<file path="src/rtl/synth_regbank.sv">
module synth_regbank #(
  parameter int WORD_W = 24,
  parameter int ADDR_W = 3,
  parameter int INT_W  = 12,
  parameter int REF_W  = 10
) (
  input  logic                             clk,
  input  logic                             rst_n,
  input  logic                             ser_clk,
  input  logic                             ser_data,
  input  logic                             ser_latch,
  output logic [INT_W-1:0]                 freq_int,
  output logic [WORD_W-ADDR_W-INT_W-1:0]   freq_frac,
  output logic [WORD_W-ADDR_W-1:0]         phase_word,
  output logic [REF_W-1:0]                 ref_div,
  output logic                             cp_adj,
  output logic [WORD_W-ADDR_W-REF_W-2:0]   div_opts,
  output logic                             commit
);

  localparam int PAY_W = WORD_W - ADDR_W;
  localparam int FRAC_W = PAY_W - INT_W;
  localparam int OPT_W = PAY_W - REF_W - 1;
  localparam logic [ADDR_W-1:0] ADR_FREQ  = ADDR_W'(0);
  localparam logic [ADDR_W-1:0] ADR_DIV   = ADDR_W'(1);
  localparam logic [ADDR_W-1:0] ADR_PHASE = ADDR_W'(2);

  logic [2:0]        sck_s, sle_s;
  logic [1:0]        sdt_s;
  logic [WORD_W-1:0] shreg;
  logic [PAY_W-1:0]  phase_sh, div_sh;
  logic [PAY_W-1:0]  freq_act, phase_act, div_act;
  logic              commit_q;

  wire sck_rise = sck_s[1] & ~sck_s[2];
  wire le_rise  = sle_s[1] & ~sle_s[2];
  wire [ADDR_W-1:0] addr    = shreg[ADDR_W-1:0];
  wire [PAY_W-1:0]  payload = shreg[WORD_W-1:ADDR_W];

  always_ff @(posedge clk) begin
    if (!rst_n) begin
      sck_s <= '0;
      sle_s <= '0;
      sdt_s <= '0;
      shreg <= '0;
    end else begin
      sck_s <= {sck_s[1:0], ser_clk};
      sle_s <= {sle_s[1:0], ser_latch};
      sdt_s <= {sdt_s[0], ser_data};
      if (sck_rise) shreg <= {shreg[WORD_W-2:0], sdt_s[1]};
    end
  end

  always_ff @(posedge clk) begin
    if (!rst_n) begin
      phase_sh  <= '0;
      div_sh    <= '0;
      freq_act  <= '0;
      phase_act <= '0;
      div_act   <= '0;
      commit_q  <= 1'b0;
    end else begin
      commit_q <= 1'b0;
      if (le_rise) begin
        case (addr)
          ADR_FREQ: begin
            freq_act  <= payload;
            phase_act <= phase_sh;
            div_act   <= div_sh;
            commit_q  <= 1'b1;
          end
          ADR_PHASE: phase_sh <= payload;
          ADR_DIV:   div_sh   <= payload;
          default: ;
        endcase
      end
    end
  end

  assign freq_int   = freq_act[PAY_W-1:FRAC_W];
  assign freq_frac  = freq_act[FRAC_W-1:0];
  assign phase_word = phase_act;
  assign cp_adj     = div_act[PAY_W-1];
  assign div_opts   = div_act[PAY_W-2:REF_W];
  assign ref_div    = div_act[REF_W-1:0];
  assign commit     = commit_q;

  // the active phase moves only together with a commit
  a_r4_phase_on_commit: assert property (@(posedge clk) disable iff (!rst_n)
    !$stable(phase_act) |-> commit_q);
  // the active divider moves only together with a commit
  a_r5_div_on_commit: assert property (@(posedge clk) disable iff (!rst_n)
    !$stable(div_act) |-> commit_q);
  // the active frequency moves only together with a commit
  a_r3_freq_on_commit: assert property (@(posedge clk) disable iff (!rst_n)
    !$stable(freq_act) |-> commit_q);
  // the commit pulse lasts a single cycle
  a_r7_single_pulse: assert property (@(posedge clk) disable iff (!rst_n)
    commit_q |=> !commit_q);
  // a commit comes only from a word addressed to the frequency register
  a_r7_freq_source: assert property (@(posedge clk) disable iff (!rst_n)
    commit_q |-> $past(addr) == ADR_FREQ);
  // the phase shadow is loaded only by a phase address
  a_r8_phase_shadow: assert property (@(posedge clk) disable iff (!rst_n)
    !$stable(phase_sh) |-> $past(addr) == ADR_PHASE);
  // the divider shadow is loaded only by a divider address
  a_r8_div_shadow: assert property (@(posedge clk) disable iff (!rst_n)
    !$stable(div_sh) |-> $past(addr) == ADR_DIV);

endmodule

</file>
<file path="config.mk">
export PLATFORM = sky130hd
export DESIGN_NAME = synth_regbank
export DESIGN_NICKNAME = d
export VERILOG_FILES = /design/src/rtl/synth_regbank.sv
export SDC_FILE = /design/constraint.sdc
export NUM_CORES = 1
export LEC_CHECK = 0
export BUFFER_PORTS_ARGS = -buffer_cell sky130_fd_sc_hd__buf_2
export CAP_MARGIN = 15
export CORE_UTILIZATION = 35
export DETAILED_ROUTE_END_ITERATION = 16
export SLEW_MARGIN = 10
export SYNTH_ARGS = -nofsm -noshare
export SYNTH_HDL_FRONTEND = slang
export SYNTH_SLANG_ARGS = --single-unit
</file>
<file path="constraint.sdc">
create_clock -name clk -period 1.25 [get_ports clk]
set_input_delay 0.25 -clock clk [delete_from_list [all_inputs] [get_ports clk]]
set_output_delay 0.25 -clock clk [all_outputs]
set_load 0.01 [all_outputs]
</file>
==> results of run 1 <==
[routing by layer]
layer	wire [µm]	vias up
met5	0	-
met4	199	0
met1	5500	1710
met2	5420	52
met3	386	13
li1	-	1797
[cells in the mapped netlist, drive strengths merged]
cell | n | share of area [%]
nand2 | 176 | 13
dfxtp | 138 | 55
mux2i | 105 | 21
a21boi | 24 | 3.6
buf | 18 | 3.8
clkbuf | 17 | 1.3
and2 | 9 | 1.1
nor4b | 2 | 0.47
and2b | 1 | 0.15
nand2b | 1 | 0.12
nor2b | 1 | 0.12
[cells in the final DEF (no fill, tap or decap), types with 4 or more instances in the layout]
cell and count:
buf_4 16, clkbuf_1 4, clkbuf_16 24, buf_6 4
buf_12 11, clkbuf_8 5, dfxtp_1 134, nand2_1 174
buf_2 67, mux2i_1 105, and2_1 9, a21boi_0 24
[area by class of cell]
cell class | count | area, µm² | area share [%]
clock inverters | 6 | 109 | 1.66
clock buffers | 26 | 509 | 7.75
repair buffers | 106 | 911 | 13.9
well taps | 180 | 225 | 3.43
flip-flops and latches | 138 | 2770 | 42.2
multi-input cells | 319 | 2040 | 31.1
[timing repair]
action                                  CTS  global route
setup buffers                             2             6
resized for setup                         3            13
endpoints found under the hold margin     0             0
cloned                                    1            10
pin swaps                                 2             4
hold buffers                              0             0
endpoints found under the setup margin   85           103
[power by group through the flow]
stage          Sequential [mW]  Combinational, mW  Clock, mW
3_5_place_dp              4.51              0.263          0
5_1_grt                   4.41              0.343       5.49
2_1_floorplan             4.51              0.205          0
4_1_cts                   4.42              0.283       5.28
3_3_place_gp              4.51              0.259          0
6_report                  4.42              0.320       5.22
[stage by stage]
stage / setup slack, ns / hold slack (ns) / instances
2_1_floorplan: -0.0404 / 0.377 / 492
3_3_place_gp: -0.112 / 0.417 / 725
3_5_place_dp: -0.157 / 0.421 / 725
4_1_cts: -0.168 / 0.0202 / 760
5_1_grt: -0.275 / 0.0280 / 775
6_report: -0.177 / 0.0313 / 775
[worst register-to-register path: stages, from the launching register on]
cell,delay (ns)
dfxtp_2,0.33
nor4b_4,0.29
and2b_4,0.23
buf_12,0.14
buf_12,0.13
mux2i_1,0.23
[sequential cells by signal, summed over array words and instances, names as in the netlist]
register    flops
phase_sh       21
sdt_s           2
commit          1
sck_s           3
shreg          24
phase_word     21
freq_act       21
div_act        21
sle_s           3
div_sh         21
[path summary, 6_finish.rpt]
kind,start,to,slack [ns]
setup / recovery,shreg[0],freq_act[13],-0.18
hold / removal,ser_latch,sle_s[0],0.03
hold reg to reg,sck_s[0],sck_s[1],0.43
setup reg to reg,shreg[0],freq_act[13],-0.18
[cells by family (layout without fill, tap and decap cells)]
family	Yosys count	after routing	share of synthesized area [%]
mux	105	105	21.0
buf+inv	35	138	5.12
simple gates	190	190	15.2
compound gates	24	24	3.60
flops	138	138	55.1
==> run_results.csv, run 1 <==
group,metric,value,unit
run,maxCapViolCount,0,
place,dp_hpwl,6.87,mm
floorplanning,chipWidth,122,µm
sta,max_slew_margin,82.3,%
global_route,busiest_layer,"met2",
logic_synthesis,seq_area_frac_synth,55.1,%
setup_path,cpPeakStageDelay,0.33,ns
setup_path,cp.arrival,1.77,ns
routing,drt_iter0_drc,195,
power_and_ir_drop,p_total,9.96,mW
global_route,grtUsageMet3,4.49,%
power_and_ir_drop,p_comb_share,3.2,%
clock_tree,cts_root_buffer,"clkbuf_16",
setup_path,path_depth,5,
setup_path,rr_worst_depth,5,
setup_path,required,1.59,ns
power_and_ir_drop,pwr-share-clk,52.4,%
sta,report.final.hold_viol_count,0,
setup_path,startpoint_type,"register",
floorplanning,core_area,13900,µm²
cells_and_area,area_delta_synth_final,31.1,%
global_route,first_global_vias,3277,
logic_synthesis,syn_area_per_cell,10.2,µm²
clock_tree,cts.sinks,138,
clock_tree,clock_latency,0.42,ns
routing,first_pass_iters,4,
logic_synthesis,postSynthCellCount,492,
power_and_ir_drop,peakVddDrop,0.000954,V
power_and_ir_drop,power.density,1520,nW/µm²
floorplanning,die-area,14800,µm²
clock_tree,cts_htree_levels,4,
sta,fmax,701,MHz
cells_and_area,fin_area,6570,µm²
power_and_ir_drop,p_leak,2.87,nW
routing,drc,0,
hold_path,hold_depth,2,
clock_tree,cts_tree,"built",
power_and_ir_drop,p_int,7.97,mW
floorplanning,io_pins,69,
power_and_ir_drop,seqPwrFrac,44.4,%
routing,viasPerCell,4.61,
setup_path,crit_family,"simple AND/OR/NAND/NOR gates",
cells_and_area,final_util,47.1,%
clock_tree,clkTransAtPathRegs,0.06,ns
sta,fin_crit,1.43,ns
setup_path,critPathCaptureType,"register",
hold_path,hp-class,"input pin to register",
sta,slew_violations,0,
clock_tree,clockBufferDepth,2,
power_and_ir_drop,switchingPower,1.99,mW
run_status,violations,"negative setup slack",
power_and_ir_drop,swShare,20.0,%
floorplanning,start_util,36.0,%
sta,rsz0062_at_grt,"yes",
cells_and_area,final_layout_size_suffix_gt1_share,24.2,%
routing,drt-wirelength-per-cell,14.8,µm
global_route,grt_overflow,0,
sta,fin_setup_tns,-8.97,ns
setup_path,cp_max_fo,6,
place,placed_area,5590,µm²
place,gp_congestion,0.723,
logic_synthesis,syn_nets,497,
sta,finClkSkew,0.00632,ns
global_route,antenna_found_initial,0,
setup_path,critPathBufInv,2,
clock_tree,cts_made_buffers,17,
cells_and_area,nFillCells,1259,
setup_path,critPathMostFrequentCell,"buf_12",
global_route,grt_pass1_wl,16.5,mm
sta,final-setup-viol-count,97,
sta,fin_ws,-0.177,ns
setup_path,crit_path_cell_trace,"nor4b_4 -> and2b_4 -> buf_12 -> buf_12 -> mux2i_1",
logic_synthesis,synth_seq_cells,138,
logic_synthesis,synth.distinct_cells,14,
run_status,status,"complete, but fails checks",
setup_path,critical_path_class,"register to register",
cells_and_area,num-nets-final,587,
cells_and_area,diodes,0,
routing,drtAntennaViolNets,0,
global_route,grt_usage,14.8,%
place,numPortBuffers,68,
global_route,grt_util_met1,19.3,%
global_route,grt_max_degree,51,
routing,vias,3572,
floorplanning,row_count,43,
routing,drt-total-wl,11.5,mm
sta,worstMarginPinSlew,0.264,ns
sta,min_period_over_period,114,%
logic_synthesis,yosysWarnings,0,
logic_synthesis,synth_area,5010,µm²
setup_path,worst_path_max_delay_cell,"dfxtp_2",
floorplanning,dieHeight,122,µm
global_route,use_met2,22.1,%
Note: power is estimated with default switching activity, not from simulation.
==> inputs of run 2 (changes only) <==
CORE_UTILIZATION = 45   (was 35)
CTS_CLUSTER_DIAMETER = 60   (was not set)
PLACE_DENSITY = 0.67   (was not set)
==> run_results.csv, run 2 (synthesized netlist as in run 1, its figures left out) <==
group,metric,value,unit
sta,final-setup-viol-count,107,
sta,rsz0062_at_grt,"yes",
sta,finClkSkew,0.00679,ns
global_route,grt_max_degree,38,
cells_and_area,mostFrequentLayoutCells,"nand2_1 (174), mux2i_1 (102), dfxtp_1 (75)",
run_status,violations,"negative setup slack",
setup_path,worst_path_max_delay_cell,"dfxtp_2",
clock_tree,clkTransAtPathRegs,0.06,ns
cells_and_area,largest_reg_flops,24,
sta,fin_setup_tns,-12.99,ns
clock_tree,cts_root_buffer,"clkbuf_8",
floorplanning,die-area,11600,µm²
place,numPortBuffers,68,
place,placed_area,5530,µm²
clock_tree,cts.sinks,138,
sta,holdWs,0.135,ns
hold_path,hp-class,"input pin to register",
routing,drt_iter0_drc,190,
routing,vias,3661,
cells_and_area,diodes,0,
routing,drt-total-wl,11.7,mm
sta,fin_ws,-0.214,ns
power_and_ir_drop,power.density,1430,nW/µm²
routing,drtAntennaViolNets,0,
sta,max_slew_margin,80.7,%
cells_and_area,top_register,"shreg",
setup_path,cpPeakStageDelay,0.34,ns
sta,report.final.hold_viol_count,0,
place,dp_hpwl,6.42,mm
cells_and_area,fin_area,6820,µm²
floorplanning,row_count,38,
setup_path,cp_max_fo,5,
routing,drt-wirelength-per-cell,15.9,µm
setup_path,required,1.68,ns
cells_and_area,final_layout_size_suffix_gt1_share,34.8,%
sta,fin_crit,1.46,ns
cells_and_area,final_util,62.9,%
run_status,status,"complete, but fails checks",
floorplanning,core_area,10800,µm²
routing,first_pass_iters,5,
floorplanning,io_pins,69,
run,maxCapViolCount,0,
setup_path,critPathCaptureType,"register",
cells_and_area,num-nets-final,589,
clock_tree,clockBufferDepth,2,
sta,slew_violations,0,
clock_tree,cts_made_buffers,17,
setup_path,crit_path_cell_trace,"nor4b_4 -> and2b_4 -> buf_12 -> buf_16 -> mux2i_1",
routing,viasPerCell,4.97,
power_and_ir_drop,peakVddDrop,0.000802,V
floorplanning,dieHeight,108,µm
clock_tree,cts_htree_levels,4,
sta,min_period_over_period,117,%
cells_and_area,area_delta_synth_final,36.1,%
cells_and_area,mostFrequentLayoutCell,"nand2_1",
setup_path,startpoint_type,"register",
sta,worstMarginPinSlew,0.289,ns
cells_and_area,nFillCells,820,
global_route,grt_usage,20.3,%
routing,drc,0,
global_route,grt_overflow,0,
power_and_ir_drop,p_leak,2.90,nW
setup_path,cp.arrival,1.89,ns
cells_and_area,instances_no_fill,737,
global_route,antenna_found_initial,0,
floorplanning,start_util,46.2,%
global_route,first_global_vias,3534,
global_route,grt_pass1_wl,17.7,mm
sta,fmax,683,MHz
clock_tree,cts_tree,"built",
floorplanning,chipWidth,108,µm
place,gp_congestion,0.796,
place,placed_cells,684,
setup_path,critical_path_class,"register to register",
clock_tree,clock_latency,0.51,ns
## run 2: cell count changes in the layout (fill, tap and decap cells not counted), moves of 4 or more
cell,previous run,this run
buf_4,16,11
buf_6,4,24
clkbuf_8,5,1
clkbuf_16,24,20
clkinvlp_4,0,5
dfxtp_2,3,63
buf_2,67,46
buf_16,0,7
dfxtp_1,134,75
## run 2: cell type report
| type | count | area, µm² | area share, % |
|---|---|---|---|
| Sequential cell | 138 | 2840 | 41.7 |
| Multi-Input combinational cell | 319 | 2050 | 30.1 |
| Timing Repair Buffer | 108 | 1160 | 17.0 |
| Clock buffer | 18 | 418 | 6.13 |
| Tap cell | 140 | 175 | 2.57 |
| Clock inverter | 14 | 173 | 2.53 |
## run 2: power by group
group / leakage (nW) / internal (mW) / switching [mW]
clock: 0.274 / 3.05 / 1.91
sequential: 1.14 / 4.41 / 0.00546
combinational: 1.48 / 0.184 / 0.182
## run 2: what timing repair did
action	CTS	global route
setup buffers	8	1
setup endpoints to repair	134	160
resized for setup	44	69
hold endpoints to repair	3	0
pin swaps	3	2
gates cloned	8	4
hold buffers	3	0
## run 2: metal layers
layer  share of wire, %  wire length [µm]  global-route usage (%)  vias up
li1                   -                 -                       -     1801
met1                 45              5260                    25.1     1736
met2                 48              5660                    33.9      102
met3                4.1               479                    5.27       22
met4                2.6               304                    7.63        0
met5                  0                 0                       0        -
## run 2: final timing paths
path                                from            end  slack [ns]  cells after the start
worst max-delay path            shreg[0]  phase_word[2]       -0.21                      5
worst min-delay path               rst_n   freq_act[20]        0.13                      3
worst max register to register  shreg[0]  phase_word[2]       -0.21                      5
worst min register to register  sle_s[0]       sle_s[1]        0.43                      1
## run 2: worst max-delay path, delay by kind of cell, from the launching register on
| family | cells | cell delay, ns |
|---|---|---|
| simple gates | 2 | 0.54 |
| flops | 1 | 0.34 |
| buf+inv | 2 | 0.28 |
| mux | 1 | 0.21 |
## run 2: metrics by stage
| stage | worst slack [ns] | power, mW |
|---|---|---|
| 3_3_place_gp | -0.136 | 4.76 |
| 4_1_cts | -0.179 | 9.76 |
| 2_1_floorplan | -0.0404 | 4.72 |
| 3_5_place_dp | -0.194 | 4.77 |
| 5_1_grt | -0.259 | 10.0 |
| 6_report | -0.214 | 9.74 |
==> inputs of run 3 (changes only) <==
ABC_CLOCK_PERIOD_IN_PS = 1800   (was not set)
PLACE_DENSITY = not set   (was 0.67)
clock period = 1.8 ns   (was 1.25 ns; I/O delays follow)
==> run_results.csv, run 3 (synthesized netlist as in run 1, its figures left out) <==
group,metric,value,unit
run_status,status,"finished, final reports clean",
setup_path,r2r_setup_slack,0.29,ns
setup_path,rr_worst_depth,4,
cells_and_area,multi_input_area,2000,µm²
place,numPortBuffers,68,
cells_and_area,nFillCells,1008,
cells_and_area,area_delta_synth_final,19.7,%
clock_tree,cts_htree_levels,4,
setup_path,r2r-start,"shreg[0]",
cells_and_area,mostFrequentLayoutCell,"nand2_1",
setup_path,cp_max_fo,44,
global_route,grt_pass1_wl,15.6,mm
clock_tree,cts.sinks,138,
power_and_ir_drop,switchingPower,1.30,mW
setup_path,cp.arrival,1.95,ns
power_and_ir_drop,swShare,20.1,%
routing,drtAntennaViolNets,0,
sta,finClkSkew,0.00491,ns
floorplanning,die-area,11600,µm²
routing,drt-wirelength-per-cell,13.2,µm
hold_path,hp-class,"input pin to register",
sta,report.final.hold_viol_count,0,
clock_tree,cts_made_buffers,17,
clock_tree,cts_tree,"built",
power_and_ir_drop,pwr-share-clk,50.0,%
clock_tree,clock_latency,0.52,ns
power_and_ir_drop,seqPwrFrac,47.5,%
setup_path,r2r_end,"freq_act[7]",
sta,slew_violations,0,
global_route,antenna_found_initial,0,
hold_path,hold_depth,2,
cells_and_area,final_layout_size_suffix_gt1_share,20.3,%
sta,rsz0062_at_grt,"no",
routing,viasPerCell,4.77,
setup_path,critPathCaptureType,"register",
setup_path,startpoint_type,"register",
clock_tree,clockBufferDepth,2,
cells_and_area,num-nets-final,563,
cells_and_area,register_area,2760,µm²
global_route,grt_max_degree,45,
floorplanning,core_area,10800,µm²
cells_and_area,top_register,"shreg",
cells_and_area,final_util,55.3,%
floorplanning,dieHeight,108,µm
clock_tree,hold_buffers,0,
sta,fin_crit,1.51,ns
setup_path,worst_path_max_delay_cell,"dfxtp_1",
cells_and_area,diodes,0,
routing,first_pass_iters,4,
hold_path,whs_endpoint,"sdt_s[0]",
clock_tree,cts_setup_buffers,0,
sta,fmax,663,MHz
routing,drt_iter0_drc,140,
clock_tree,cts.repair.resized,0,
setup_path,crit_path_cell_trace,"nor4b_2 -> and2b_4 -> buf_12 -> mux2i_1",
floorplanning,row_count,38,
power_and_ir_drop,power.density,1080,nW/µm²
sta,fin_setup_tns,0,ns
power_and_ir_drop,peakVddDrop,0.000562,V
hold_path,hold_path_startpoint,"ser_data",
floorplanning,io_pins,69,
setup_path,critical_path_class,"register to register",
sta,max_slew_margin,71.9,%
floorplanning,chipWidth,108,µm
floorplanning,start_util,46.2,%
power_and_ir_drop,p_int,5.16,mW
setup_path,required,2.24,ns
cells_and_area,mostFrequentLayoutCells,"nand2_1 (176), dfxtp_1 (138), mux2i_1 (105)",
power_and_ir_drop,p_comb_share,2.5,%
sta,final-setup-viol-count,0,
sta,min_period_over_period,83.8,%
run,maxCapViolCount,0,
place,gp_congestion,0.713,
cells_and_area,largest_reg_flops,24,
sta,worstMarginPinSlew,0.421,ns
place,dp_hpwl,6.19,mm
global_route,grt_usage,17.8,%
clock_tree,clkTransAtPathRegs,0.06,ns
routing,vias,3390,
power_and_ir_drop,p_leak,2.61,nW
setup_path,cpPeakStageDelay,0.34,ns
routing,drt-total-wl,9.40,mm
global_route,grt_overflow,0,
routing,drc,0,
global_route,first_global_vias,3270,
clock_tree,cts_root_buffer,"clkbuf_8",
run 3: metal layers:
metal / vias to the layer above / track usage, % / wire length [µm]
li1: 1737 / - / -
met1: 1576 / 23.3 / 4640
met2: 62 / 27.2 / 4240
met3: 15 / 4.72 / 365
met4: 0 / 8.81 / 150
met5: - / 0 / 0
run 3: how the worst max path moves through the flow:
| stage | depth (start not counted) | start | slack [ns] | to |
|---|---|---|---|---|
| after global placement | 4 | shreg[0] | 0.34 | freq_act[18] |
| after detailed placement | 4 | shreg[0] | 0.28 | freq_act[7] |
| after global routing | 4 | shreg[0] | 0.14 | phase_word[14] |
| after floorplan | 5 | shreg[0] | 0.49 | freq_act[10] |
| after CTS | 4 | shreg[0] | 0.27 | freq_act[7] |
| final | 4 | shreg[0] | 0.29 | freq_act[7] |
run 3: final cells by class:
| type | count | area share [%] |
|---|---|---|
| tap | 140 | 2.92 |
| multi-input combinational | 319 | 33.3 |
| timing repair buffer | 82 | 8.30 |
| clock inverter | 8 | 1.08 |
| clock buffer | 24 | 8.34 |
| sequential | 138 | 46.1 |
run 3: critical path: cells and delay by family (launching register included):
kind / cells / cell delay (ns)
buf+inv: 1 / 0.28
flops: 1 / 0.34
mux: 1 / 0.26
simple gates: 2 / 0.52
run 3: stage by stage:
step | hold WS, ns | cell area (µm²) | power [mW] | setup WS, ns | std cells
after floorplan | 0.412 | 5010 | 3.28 | 0.485 | 492
after global placement | 0.415 | 5430 | 3.30 | 0.338 | 679
after global routing | 0.0253 | 6000 | 6.70 | 0.144 | 711
after detailed placement | 0.419 | 5430 | 3.30 | 0.281 | 679
final | 0.0489 | 6000 | 6.46 | 0.292 | 711
after CTS | 0.0229 | 6000 | 6.53 | 0.271 | 711
run 3: power groups by stage:
stage | logic [mW] | registers [mW] | clock network, mW
3_3_place_gp | 0.164 | 3.13 | 0
3_5_place_dp | 0.165 | 3.13 | 0
5_1_grt | 0.175 | 3.07 | 3.46
6_report | 0.162 | 3.07 | 3.23
4_1_cts | 0.165 | 3.07 | 3.30
2_1_floorplan | 0.143 | 3.13 | 0
